File: config.mk
export PLATFORM = sky130hd
export DESIGN_NAME = ledk_key_decoder
export DESIGN_NICKNAME = d
export VERILOG_FILES = /design/src/rtl/ledk_pkg.sv /design/src/rtl/ledk_key_counter.sv /design/src/rtl/ledk_reg_bank.sv /design/src/rtl/ledk_key_decoder.sv
export SDC_FILE = /design/constraint.sdc
export NUM_CORES = 1
export LEC_CHECK = 0
export BUFFER_PORTS_ARGS = -buffer_cell sky130_fd_sc_hd__buf_2
export CORE_ASPECT_RATIO = 2
export CORE_MARGIN = 2
export CORE_UTILIZATION = 50
export CTS_BUF_LIST = sky130_fd_sc_hd__clkbuf_16
export CTS_CLUSTER_DIAMETER = 200
export DETAILED_ROUTE_END_ITERATION = 12
export GPL_ROUTABILITY_DRIVEN = 0
export PLACE_DENSITY_LB_ADDON = 0.1
export SLEW_MARGIN = 20
export SYNTH_ARGS = -nofsm -noshare
export SYNTH_HDL_FRONTEND = slang
export SYNTH_HIERARCHICAL = 1
export SYNTH_SLANG_ARGS = --single-unit
File: constraint.sdc
create_clock -name clk -period 3.1 [get_ports clk]
set_input_delay 0.62 -clock clk [delete_from_list [all_inputs] [get_ports clk]]
set_output_delay 0.62 -clock clk [all_outputs]
set_load 0.05 [all_outputs]
File: src/rtl/ledk_pkg.sv
package ledk_pkg;

    typedef enum logic [3:0] {
        K_NONE,
        K_LATCH,
        K_WCFG,
        K_RCFG,
        K_WGAIN,
        K_RGAIN,
        K_OPEN,
        K_SHORT,
        K_BOTH,
        K_THERM,
        K_RSVD
    } key_e;

    // Fixed table: number of edges seen with latch-enable high -> action.
    function automatic key_e key_of(input int n);
        key_e k;
        case (n)
            1, 2:    k = K_LATCH;
            3, 4:    k = K_WCFG;
            5, 6:    k = K_RCFG;
            7, 8:    k = K_WGAIN;
            9, 10:   k = K_RGAIN;
            11:      k = K_OPEN;
            12:      k = K_SHORT;
            13:      k = K_BOTH;
            14:      k = K_THERM;
            15, 16:  k = K_RSVD;
            default: k = K_NONE;
        endcase
        return k;
    endfunction

endpackage

File: src/rtl/ledk_key_counter.sv
module ledk_key_counter #(
    parameter int CNT_W = 5
) (
    input  logic             clk,
    input  logic             rst_n,
    input  logic             tick,
    input  logic             le,
    output logic [CNT_W-1:0] count,
    output logic             fall
);
    localparam logic [CNT_W-1:0] CNT_MAX = {CNT_W{1'b1}};

    typedef struct packed {
        logic [CNT_W-1:0] cnt;
        logic             le;
    } cnt_state_t;

    cnt_state_t st_d, st_q;

    always_comb begin
        st_d    = st_q;
        fall    = st_q.le & ~le;
        st_d.le = le;
        if (fall) begin
            st_d.cnt = '0;
        end else if (le && tick && st_q.cnt != CNT_MAX) begin
            st_d.cnt = st_q.cnt + 1'b1;
        end
    end

    always_ff @(posedge clk or negedge rst_n) begin
        if (!rst_n) begin
            st_q <= '0;
        end else begin
            st_q <= st_d;
        end
    end

    assign count = st_q.cnt;

endmodule

File: src/rtl/ledk_reg_bank.sv
module ledk_reg_bank #(
    parameter int WORD_W   = 24,
    parameter int COLOURS  = 3,
    parameter int GAIN_W   = 6,
    parameter int CFG_USED = 12
) (
    input  logic              clk,
    input  logic              rst_n,
    input  logic              wr_cfg,
    input  logic              wr_gain,
    input  logic [WORD_W-1:0] din,
    output logic [WORD_W-1:0] cfg_word,
    output logic [WORD_W-1:0] gain_word
);
    localparam int GAIN_BITS = COLOURS * GAIN_W;

    typedef struct packed {
        logic [CFG_USED-1:0]             cfg;
        logic [COLOURS-1:0][GAIN_W-1:0]  gain;
    } reg_state_t;

    reg_state_t st_d, st_q;

    always_comb begin
        st_d = st_q;
        if (wr_cfg) begin
            st_d.cfg = din[CFG_USED-1:0];
        end
        if (wr_gain) begin
            for (int c = 0; c < COLOURS; c++) begin
                st_d.gain[c] = din[c*GAIN_W +: GAIN_W];
            end
        end
    end

    always_ff @(posedge clk or negedge rst_n) begin
        if (!rst_n) begin
            st_q.cfg <= '0;
            for (int c = 0; c < COLOURS; c++) begin
                st_q.gain[c] <= {GAIN_W{1'b1}};
            end
        end else begin
            st_q <= st_d;
        end
    end

    assign cfg_word  = {{(WORD_W-CFG_USED){1'b0}}, st_q.cfg};
    assign gain_word = {{(WORD_W-GAIN_BITS){1'b0}}, st_q.gain};

endmodule

File: src/rtl/ledk_key_decoder.sv
module ledk_key_decoder #(
    parameter int WORD_W  = 24,
    parameter int COLOURS = 3,
    parameter int GAIN_W  = 6,
    parameter int ORDER_W = 3,
    parameter int CNT_W   = 5
) (
    input  logic               clk,
    input  logic               rst_n,
    input  logic               tick,
    input  logic               sdi,
    input  logic               le,
    input  logic               therm_alert,
    output logic               sdo,
    output logic [WORD_W-1:0]  shift_word,
    output logic               latch_pulse,
    output logic               open_arm,
    output logic               short_arm,
    output logic [WORD_W-1:0]  cfg_word,
    output logic [WORD_W-1:0]  gain_word,
    output logic [COLOURS-1:0] range_sel,
    output logic [COLOURS-1:0] short_sel,
    output logic               auto_off,
    output logic               sdo_half,
    output logic               stagger_off,
    output logic [ORDER_W-1:0] colour_order
);
    import ledk_pkg::*;

    // Field placement inside the configuration word.
    localparam int SHORT_LO = COLOURS;
    localparam int AUTO_BIT = 2 * COLOURS;
    localparam int HALF_BIT = AUTO_BIT + 1;
    localparam int STAG_BIT = AUTO_BIT + 2;
    localparam int ORD_LO   = AUTO_BIT + 3;
    localparam int CFG_USED = ORD_LO + ORDER_W;

    typedef struct packed {
        logic [WORD_W-1:0] sr;
        logic              latch;
        logic              open;
        logic              short;
    } top_state_t;

    top_state_t       st_d, st_q;
    logic [CNT_W-1:0] edge_cnt;
    logic             le_fall;
    key_e             key;
    logic             wr_cfg, wr_gain;

    ledk_key_counter #(.CNT_W(CNT_W)) u_cnt (
        .clk   (clk),
        .rst_n (rst_n),
        .tick  (tick),
        .le    (le),
        .count (edge_cnt),
        .fall  (le_fall)
    );

    ledk_reg_bank #(
        .WORD_W   (WORD_W),
        .COLOURS  (COLOURS),
        .GAIN_W   (GAIN_W),
        .CFG_USED (CFG_USED)
    ) u_regs (
        .clk       (clk),
        .rst_n     (rst_n),
        .wr_cfg    (wr_cfg),
        .wr_gain   (wr_gain),
        .din       (st_q.sr),
        .cfg_word  (cfg_word),
        .gain_word (gain_word)
    );

    always_comb begin
        key        = le_fall ? key_of(int'(edge_cnt)) : K_NONE;
        st_d       = st_q;
        st_d.latch = 1'b0;
        st_d.open  = 1'b0;
        st_d.short = 1'b0;
        wr_cfg     = 1'b0;
        wr_gain    = 1'b0;
        if (tick) begin
            st_d.sr = {st_q.sr[WORD_W-2:0], sdi};
        end
        case (key)
            K_LATCH: st_d.latch = 1'b1;
            K_WCFG:  wr_cfg     = 1'b1;
            K_RCFG:  st_d.sr    = cfg_word;
            K_WGAIN: wr_gain    = 1'b1;
            K_RGAIN: st_d.sr    = gain_word;
            K_OPEN:  st_d.open  = 1'b1;
            K_SHORT: st_d.short = 1'b1;
            K_BOTH: begin
                st_d.open  = 1'b1;
                st_d.short = 1'b1;
            end
            K_THERM: st_d.sr    = {WORD_W{therm_alert}};
            default: ;
        endcase
    end

    always_ff @(posedge clk or negedge rst_n) begin
        if (!rst_n) begin
            st_q <= '0;
        end else begin
            st_q <= st_d;
        end
    end

    assign sdo         = st_q.sr[WORD_W-1];
    assign shift_word  = st_q.sr;
    assign latch_pulse = st_q.latch;
    assign open_arm    = st_q.open;
    assign short_arm   = st_q.short;

    // Per-colour control bits come from two parallel lanes of the word.
    for (genvar c = 0; c < COLOURS; c++) begin : g_lane
        assign range_sel[c] = cfg_word[c];
        assign short_sel[c] = cfg_word[SHORT_LO + c];
    end

    assign auto_off     = cfg_word[AUTO_BIT];
    assign sdo_half     = cfg_word[HALF_BIT];
    assign stagger_off  = cfg_word[STAG_BIT];
    assign colour_order = cfg_word[ORD_LO +: ORDER_W];

endmodule

==> impl_metrics.ini <==
[logic_synthesis]
synth_edf_count = 0
avgSynthCellArea_um2 = 12.3
synth_ff_type = dfrtp_1
ys_types = 46
ys_async_sr_fraction = 1.00
syn_inst = 294
ys_warn_count = 6
ys_ff_latch = 63
ys_seq_area_frac = 0.441
synth_area_mm2 = 0.00363

[power_and_ir_drop]
p_per_area_mw_per_mm2 = 1130
vdd_drop_max_uv = 602
swShare = 0.495
power_frac_seq = 0.304
p_clk_frac = 0.228
p_comb_frac = 0.468
p_int_mw = 2.39
power_switching_mw = 2.34
leakagePower_nw = 2.03

[status]
status = finished clean

[sta]
rsz0062_at_grt = false
finalSetupViolations = 0
holdWs_ps = 454
relSlewSlack = 0.467
period_share = 0.899
layout_min_cycle_time_ps = 2790
hold_violations = 0
fin_tns_setup_ps = 0
worst_pin_slew_ps = 800
slew_violations = 0
clock.fmax_mhz = 359
finClkSkew_ps = 9.30

[global_route]
antenna_found_initial = 0
gr-usage-met1 = 0.264
groute.usage.overall = 0.208
grt_start_max_net_pins = 64
grt_pass1_wl_um = 12800
grt.met3_usage = 0.0416
grt-ovfl-total = 0
busiest_layer = met2
met2_usage = 0.327
grt_pass1_vias = 2525

[critical_path]
reg2reg_depth = 9
rr_startpoint = u_cnt/count[0]
critPathTopFamily = simple AND/OR/NAND/NOR gates
worstPathMaxFanout = 18
cp-start-kind = flip-flop
critical_path_arrival_ps = 3050
crit_slowest_cell = dfrtp_1
worstSetupPathType = flip-flop to flip-flop
cp-end-kind = flip-flop
cp_cell_sequence = inv_1 > ha_1 > mux2i_1 > a221o_1 > and2_1 > or2_2 > nor2_2 > buf_12 > mux2_2
worstPathRequired_ps = 3360
path_buf_inv = 2
slowest_delay_ps = 440
r2r-end = u_regs/gain_word[5]
ff2ff_setup_slack_ps = 310

[detailed_routing]
drtAntennaViolNets = 0
vias_per_cell = 5.56
drc_errors = 0
vias = 2491
routedWlPerCell_um = 17.5
first_pass_iters = 4
wl_um = 7820
drt-initial-drc-count = 138

[layout]
layout.nets = 362
syn_to_final_growth_pct = 15.4
n_antenna_cell = 0
drive_gt1_frac = 0.489

[clocking]
cts_buffers = 9
root_buffer = clkbuf_16
cts_tree = yes
clk_latency_ps = 340
cts.sinks = 63
cts_setup_buffers = 0
cts_resized = 0
clock_path_buffers = 2
cts_hold_buf = 0
path_clk_slew_ps = 50
htreeDepth = 3

[floorplanning]
initial_core_util = 0.507
ios = 94
design.die.area_mm2 = 0.00799
die_y_um = 124
die_x_um = 64.2
coreArea_mm2 = 0.00716
fp-row-count = 44

[placed_design]
post-dp-hpwl_um = 5230
port_buffers = 75

[job]
maxCapViolCount = 0

[worst_hold_path]
hp-class = primary input to asynchronous set/reset pin
==> state kept, by name, indices dropped and copies added (netlist names) <==
| register | flops |
|---|---|
| open_arm | 1 |
| shift_word | 24 |
| u_cnt/count | 5 |
| latch_pulse | 1 |
| u_regs/gain_word | 18 |
| short_arm | 1 |
| u_regs/cfg_word | 12 |
| u_cnt/st_q | 1 |
==> layout make-up <==
| cell class | instances | area, um2 |
|---|---|---|
| Sequential cell | 63 | 1600 |
| Inverter | 4 | 15.0 |
| Clock inverter | 7 | 97.6 |
| Timing Repair Buffer | 84 | 480 |
| Tap cell | 92 | 115 |
| Fill cell | 648 | 2970 |
| Clock buffer | 9 | 225 |
| Multi-Input combinational cell | 189 | 1650 |
==> power groups by stage <==
stage	logic, mW	clock network, mW	registers, mW
4_1_cts	2.23	1.10	1.44
3_3_place_gp	2.20	0	1.43
6_report	2.21	1.08	1.44
2_1_floorplan	0.961	0	2.33
3_5_place_dp	2.22	0	1.45
5_1_grt	2.31	1.14	1.49
==> routing by layer <==
metal | up-vias | wire [um] | part of all wire
met5 | - | 0 | 0
met4 | 0 | 231 | 0.030
met3 | 14 | 463 | 0.059
met2 | 95 | 3830 | 0.49
met1 | 1240 | 3300 | 0.42
li1 | 1142 | - | -
==> kinds of logic (layout without fill, tap and decap cells) <==
logic type	Yosys count	in the layout	synth area share
AOI/OAI and AO/OA	65	65	0.165
adders and majority gates	5	5	0.0173
buffers and inverters	59	104	0.124
DFF	63	63	0.441
muxes	60	60	0.187
other	1	18	0.00103
and+or+nand+nor	41	41	0.0656
==> worst max-delay path by stage <==
| stage | start | to | depth (start not counted) |
|---|---|---|---|
| 5_1_grt | u_cnt/count[0] | u_regs/gain_word[5] | 9 |
| 3_5_place_dp | u_cnt/count[0] | u_regs/gain_word[5] | 9 |
| 6_report | u_cnt/count[0] | u_regs/gain_word[5] | 9 |
| 2_1_floorplan | u_cnt/count[0] | u_regs/gain_word[0] | 11 |
| 3_3_place_gp | u_cnt/count[0] | u_regs/gain_word[9] | 9 |
| 4_1_cts | u_cnt/count[0] | u_regs/gain_word[5] | 9 |
==> placed cells by master (no fill, tap or decap), drive strengths merged, types with 3 or more instances in the layout <==
master,count
o21ai,4
dfstp,18
clkbuf,9
a21oi,3
nor2,5
conb,18
nand3,3
ha,5
nand2,11
dfrtp,45
inv,4
nand2b,5
buf,84
mux2,31
mux2i,29
a22oi,47
nor2b,3
clkinv,3
==> stage by stage <==
stage	total power, mW	util	instances	instance area, um2	worst slack (ps)
finish	4.73	0.585	448	4180	312
global route	4.94	0.585	448	4180	150
CTS	4.77	0.585	448	4180	334
detailed placement	3.67	0.540	432	3860	352
global placement	3.64	0.540	432	3860	439
floorplan	3.29	-	311	3690	497
==> synthesized netlist by cell type, drive strengths merged, types with 2 or more instances <==
| cell type | count | area (um2) |
|---|---|---|
| a221o | 2 | 20.0 |
| o21ai | 4 | 20.0 |
| and4bb | 2 | 25.0 |
| dfstp | 18 | 473 |
| nand3 | 3 | 15.0 |
| ha | 5 | 62.6 |
| and2b | 2 | 15.0 |
| mux2 | 31 | 387 |
| dfrtp | 45 | 1130 |
| nand2 | 11 | 41.3 |
| mux2i | 29 | 290 |
| clkbuf | 3 | 11.3 |
| and2 | 2 | 12.5 |
| nor2 | 5 | 18.8 |
| a21oi | 3 | 15.0 |
| nand2b | 5 | 31.3 |
| a22oi | 47 | 453 |
| inv | 4 | 15.0 |
| nor2b | 3 | 18.8 |
| buf | 52 | 422 |
Power figures use the tool's default switching activity.
